==> config.mk <==
export PLATFORM = sky130hd
export DESIGN_NAME = lockstep_div_masker
export DESIGN_NICKNAME = d
export VERILOG_FILES = /design/src/rtl/dpm_pkg.sv /design/src/rtl/dpm_ctrl.sv /design/src/rtl/dpm_data.sv /design/src/rtl/lockstep_div_masker.sv
export SDC_FILE = /design/constraint.sdc
export NUM_CORES = 1
export LEC_CHECK = 0
export ABC_CLOCK_PERIOD_IN_PS = 19400
export BUFFER_PORTS_ARGS = -buffer_cell sky130_fd_sc_hd__buf_4
export CAP_MARGIN = 20
export CORE_ASPECT_RATIO = 0.5
export CORE_MARGIN = 5
export CORE_UTILIZATION = 60
export DETAILED_ROUTE_END_ITERATION = 12
export GPL_TIMING_DRIVEN = 1
export PLACE_DENSITY = 0.76
export SLEW_MARGIN = 5
export SYNTH_ARGS = -nofsm -noshare
export SYNTH_HDL_FRONTEND = slang
export SYNTH_SLANG_ARGS = --single-unit
==> constraint.sdc <==
create_clock -name clk -period 19.4 [get_ports clk]
set_clock_uncertainty 0.15 [all_clocks]
set_input_delay 4.85 -clock clk [delete_from_list [all_inputs] [get_ports clk]]
set_output_delay 4.85 -clock clk [all_outputs]
set_load 0.02 [all_outputs]
==> src/rtl/dpm_pkg.sv <==
package dpm_pkg;
  typedef struct packed {
    logic push;
    logic flip;
    logic pop;
    logic ovf;
  } maskCtl_t;
endpackage

==> src/rtl/dpm_ctrl.sv <==
module dpm_ctrl
  import dpm_pkg::*;
#(
  parameter int STACK_DEPTH = 8,
  localparam int DW = $clog2(STACK_DEPTH + 1)
) (
  input  logic          clk,
  input  logic          rstN,
  input  logic          instValid,
  input  logic          isIf,
  input  logic          isElse,
  input  logic          isEndif,
  output maskCtl_t      ctl,
  output logic [DW-1:0] depth,
  output logic          errOverflow
);
  logic doOpen, doFlip, doClose, stackFull, stackEmpty;

  assign stackFull  = (depth == DW'(STACK_DEPTH));
  assign stackEmpty = (depth == '0);

  // open beats flip, flip beats close
  assign doOpen  = instValid & isIf;
  assign doFlip  = instValid & isElse & ~isIf;
  assign doClose = instValid & isEndif & ~isIf & ~isElse;

  always_comb begin
    ctl.push = doOpen & ~stackFull;
    ctl.ovf  = doOpen & stackFull;
    ctl.flip = doFlip & ~stackEmpty;
    ctl.pop  = doClose & ~stackEmpty;
  end

  always_ff @(posedge clk) begin
    if (!rstN) begin
      depth       <= '0;
      errOverflow <= 1'b0;
    end else begin
      if (ctl.push)     depth <= depth + 1'b1;
      else if (ctl.pop) depth <= depth - 1'b1;
      if (ctl.ovf)      errOverflow <= 1'b1;
    end
  end
endmodule

==> src/rtl/dpm_data.sv <==
module dpm_data
  import dpm_pkg::*;
#(
  parameter int ENG_LANES   = 16,
  parameter int STACK_DEPTH = 8,
  localparam int TOTAL = 2 * ENG_LANES,
  localparam int WW    = $clog2(TOTAL + 1),
  localparam int DW    = $clog2(STACK_DEPTH + 1),
  localparam int AW    = (STACK_DEPTH > 1) ? $clog2(STACK_DEPTH) : 1
) (
  input  logic             clk,
  input  logic             rstN,
  input  maskCtl_t         ctl,
  input  logic [DW-1:0]    depth,
  input  logic             instValid,
  input  logic [WW-1:0]    instWidth,
  input  logic [TOTAL-1:0] cond,
  output logic [TOTAL-1:0] laneEn,
  output logic             pathSkip
);
  logic [TOTAL-1:0] curMask, widthMask, active, taken, elseMask;
  logic [TOTAL-1:0] savedMask [STACK_DEPTH];
  logic [TOTAL-1:0] takenSet  [STACK_DEPTH];
  logic [AW-1:0]    topIdx, pushIdx;

  // lanes below the instruction width
  for (genvar i = 0; i < TOTAL; i++) begin : g_width
    assign widthMask[i] = (instWidth > WW'(i));
  end

  assign active   = curMask & widthMask;
  assign taken    = active & cond;
  assign topIdx   = AW'(depth - 1'b1);
  assign pushIdx  = AW'(depth);
  assign elseMask = savedMask[topIdx] & ~takenSet[topIdx];
  assign laneEn   = instValid ? active : '0;

  always_comb begin
    pathSkip = 1'b0;
    if (ctl.push | ctl.ovf) pathSkip = (taken == '0);
    else if (ctl.flip)      pathSkip = ((elseMask & widthMask) == '0);
  end

  for (genvar e = 0; e < STACK_DEPTH; e++) begin : g_stack
    always_ff @(posedge clk) begin
      if (!rstN) begin
        savedMask[e] <= '0;
        takenSet[e]  <= '0;
      end else if (ctl.push && pushIdx == AW'(e)) begin
        savedMask[e] <= curMask;
        takenSet[e]  <= taken;
      end
    end
  end

  always_ff @(posedge clk) begin
    if (!rstN)         curMask <= '1;
    else if (ctl.push) curMask <= taken;
    else if (ctl.flip) curMask <= elseMask;
    else if (ctl.pop)  curMask <= savedMask[topIdx];
  end
endmodule

==> src/rtl/lockstep_div_masker.sv <==
module lockstep_div_masker
  import dpm_pkg::*;
#(
  parameter int ENG_LANES   = 16,
  parameter int STACK_DEPTH = 8,
  localparam int TOTAL = 2 * ENG_LANES,
  localparam int WW    = $clog2(TOTAL + 1),
  localparam int DW    = $clog2(STACK_DEPTH + 1)
) (
  input  logic                 clk,
  input  logic                 rstN,
  input  logic                 instValid,
  input  logic [WW-1:0]        instWidth,
  input  logic                 isIf,
  input  logic                 isElse,
  input  logic                 isEndif,
  input  logic [TOTAL-1:0]     cond,
  output logic [ENG_LANES-1:0] engMaskA,
  output logic [ENG_LANES-1:0] engMaskB,
  output logic                 engIdleA,
  output logic                 engIdleB,
  output logic                 fetchAdvance,
  output logic                 pathSkip,
  output logic                 errOverflow
);
  maskCtl_t         ctl;
  logic [DW-1:0]    depth;
  logic [TOTAL-1:0] laneEn;

  dpm_ctrl #(.STACK_DEPTH(STACK_DEPTH)) u_ctrl (
    .clk(clk), .rstN(rstN), .instValid(instValid), .isIf(isIf),
    .isElse(isElse), .isEndif(isEndif), .ctl(ctl), .depth(depth),
    .errOverflow(errOverflow)
  );

  dpm_data #(.ENG_LANES(ENG_LANES), .STACK_DEPTH(STACK_DEPTH)) u_data (
    .clk(clk), .rstN(rstN), .ctl(ctl), .depth(depth), .instValid(instValid),
    .instWidth(instWidth), .cond(cond), .laneEn(laneEn), .pathSkip(pathSkip)
  );

  assign engMaskA     = laneEn[ENG_LANES-1:0];
  assign engMaskB     = laneEn[TOTAL-1:ENG_LANES];
  assign engIdleA     = instValid & (engMaskA == '0);
  assign engIdleB     = instValid & (engMaskB == '0);
  // one instruction pointer: both engines step together
  assign fetchAdvance = instValid;
endmodule

==> flow_metrics.tcl <==
set metrics [dict create \
    status "finished, final reports clean" \
    tightest_slew_ps 1100 \
    drive_gt1_frac 0.156 \
    use_met1 0.474 \
    num_antenna_cells 0 \
    finalWorstPathRequiredPeriod_ps 13070 \
    h-tree-depth 2 \
    finalHoldViolCount 0 \
    core_area_um2 42400 \
    synth_ff_type "edfxtp_1" \
    clk_pin_slew_ps 70 \
    antenna_found_initial 2 \
    start_kind "primary input" \
    die_area_um2 47800 \
    timing.rr.start "u_ctrl.depth[0]" \
    mostFrequentLayoutCell "edfxtp_1" \
    syn_area_um2 25900 \
    worst-path-max-fanout 38 \
    slowest_delay_ps 940 \
    worst-endpoint-required_ps 14400 \
    r2r_end "u_data.curMask[22]" \
    grt_use_met3 0.0976 \
    numCtsBuffers 48 \
    avgRoutedWirePerCell_um 30.7 \
    power_density_nw_per_um2 96.8 \
    ant_nets 0 \
    die_w_um 304 \
    firstDrtPassIters 9 \
    cts_root_buf "clkbuf_16" \
    vias_per_cell 6.88 \
    endpoint "pathSkip" \
    finalWeightedCongestion 0.980 \
    gr-usage-all-layers 0.335 \
    rsz0062_at_grt "no" \
    met2_usage 0.503 \
    floorplan.rows 53 \
    die_y_um 157 \
    grt_pass1_wl_um 118000 \
    globalRouteOverflowTotal 0 \
    hp-class "flop to flop" \
    fin_setup_tns_ps 0 \
    ios 81 \
    synth-edff-count 512 \
    dp_slack_ps 6550 \
    setup_viol 0 \
    clock-sinks 549 \
    tritoncts "built" \
    ys_types 67 \
    clk_path_buf_depth 3 \
    synth_sequential_area_ratio 0.621 \
    ys_async_sr_fraction 0 \
    io_buffers 80 \
    r2r_setup_slack_ps 13580 \
    start_util 0.612 \
    yosys_warnings 0 \
    hpwlAfterDp_um 48500 \
    synth_nets 2069 \
    area_delta_synth_final_pct 9.49 \
    n_fill_cell 3017 \
    grt.busiest_layer "met2" \
    cts_setup_buffers 0 \
    grt_pass1_vias 17500 \
    setup_slack_ps 6330 \
    drt_iter0_drc 3142 \
    cpMaxStageDelayCell "or4b_2" \
    setup.worst_path.class "primary input to output port" \
    ys_ff_latch 549 \
    peakVddDrop_uv 63.8 \
    grt_start_max_net_pins 81 \
    layout_common_cells "edfxtp_1 (512), nor2_1 (325), and2_1 (224), buf_4 (117), nand2_1 (95)" \
    post_cts_resize_count 0 \
    drc 0 \
    drv_cap 0 \
    postCtsHoldBufs 0 \
    finalCritPeriodShare 0.674 \
    endpoint_kind "output port" \
    worstPathArrival_ps 8070 \
    slew_headroom 0.268 \
    routed_wl_um 80800 \
    vias 18100 \
    worstSkewPairLatency_ps 590 \
    nNetsFinal 2068 \
    synth_cells 2018 \
    fmax_mhz 76.5 \
    path_cells "buf_4 -> inv_1 -> or4b_2 -> a31oi_1 -> nand4_1 -> nor4_1 -> nand4_1 -> o31ai_1 -> buf_4" \
    avgSynthCellArea_um2 12.9 \
    leakage_uw 0.0105 \
    slew_viol_final 0 \
    reg2reg_depth 11 \
    critical_path.startpoint "instValid" \
]
==> cell families (layout without fill, tap and decap cells) <==
logic type	after synthesis	in the layout	share of synthesized area
muxes	187	187	0.119
xor gates and xnor gates	4	4	0.00193
AOI/OAI and AO/OA	152	152	0.0388
buffers and inverters	180	218	0.0325
and+or+nand+nor	939	939	0.183
DFF	549	549	0.621
adders and majority gates	7	7	0.00338
==> worst max-delay path, delay by kind of cell <==
family,cells,cell delay [ps]
buffers and inverters,3,780
AND/OR/NAND/NOR,4,1610
AO/OA/AOI/OAI,2,810
==> where the power goes <==
group	leakage [µW]	switching, µW	internal (µW)	total (µW)
combinational	0.00422	276	147	423
sequential	0.00561	43.8	1350	1390
clock	0.000713	435	501	936
==> cell type report <==
type	instances	area, µm²	area share
Sequential cell	549	16100	0.567
Multi-Input combinational cell	1289	9150	0.322
Clock buffer	73	1330	0.0467
Timing Repair Buffer	119	918	0.0323
Tap cell	577	722	0.0254
Clock inverter	16	138	0.00484
Inverter	10	37.5	0.00132
==> Yosys cell counts (29+ instances only) <==
library cell  instances  area (µm²)
mux4_2               86        1940
o21ai_0              53         265
mux2i_1              75         751
edfxtp_1            512       15400
nor3_1               29         145
nor3b_1              35         263
and3_1               70         438
dfxtp_1              37         741
clkbuf_1            122         458
and2_1              224        1400
nand3_1              88         440
nand2_1             102         383
nor2_1              328        1230
==> layer usage <==
layer  part of all wire  vias to the layer above
met4              0.044                        0
li1                   -                     7439
met3               0.15                      259
met1               0.37                     8949
met2               0.43                     1472
met5                  0                        -
==> state kept, by name, indices dropped and copies added, names as in the netlist <==
signal              count
u_ctrl.errOverflow      1
u_data.takenSet       256
u_ctrl.depth            4
u_data.savedMask      256
u_data.curMask         32
==> per-stage QoR <==
step	instance area (µm²)	power, µW	cells	hold slack [ps]	util
2_1_floorplan	25900	1670	2018	402	-
4_1_cts	28400	2730	2633	418	0.670
5_1_grt	28400	2820	2633	438	0.670
3_5_place_dp	26900	1820	2544	396	0.636
3_3_place_gp	26900	1820	2543	367	0.635
6_report	28400	2750	2633	419	0.670
==> worst min path at each step <==
stage | start | endpoint | slack (ps) | cells after the start
6_report | u_ctrl.errOverflow | u_ctrl.errOverflow | 420 | 2
5_1_grt | u_ctrl.errOverflow | u_ctrl.errOverflow | 440 | 2
4_1_cts | u_ctrl.errOverflow | u_ctrl.errOverflow | 420 | 2
3_5_place_dp | u_ctrl.errOverflow | u_ctrl.errOverflow | 400 | 2
3_3_place_gp | u_ctrl.errOverflow | u_ctrl.errOverflow | 370 | 2
2_1_floorplan | u_data.curMask[16] | u_data.curMask[16] | 400 | 2
Note: power is estimated with default switching activity, not from simulation.
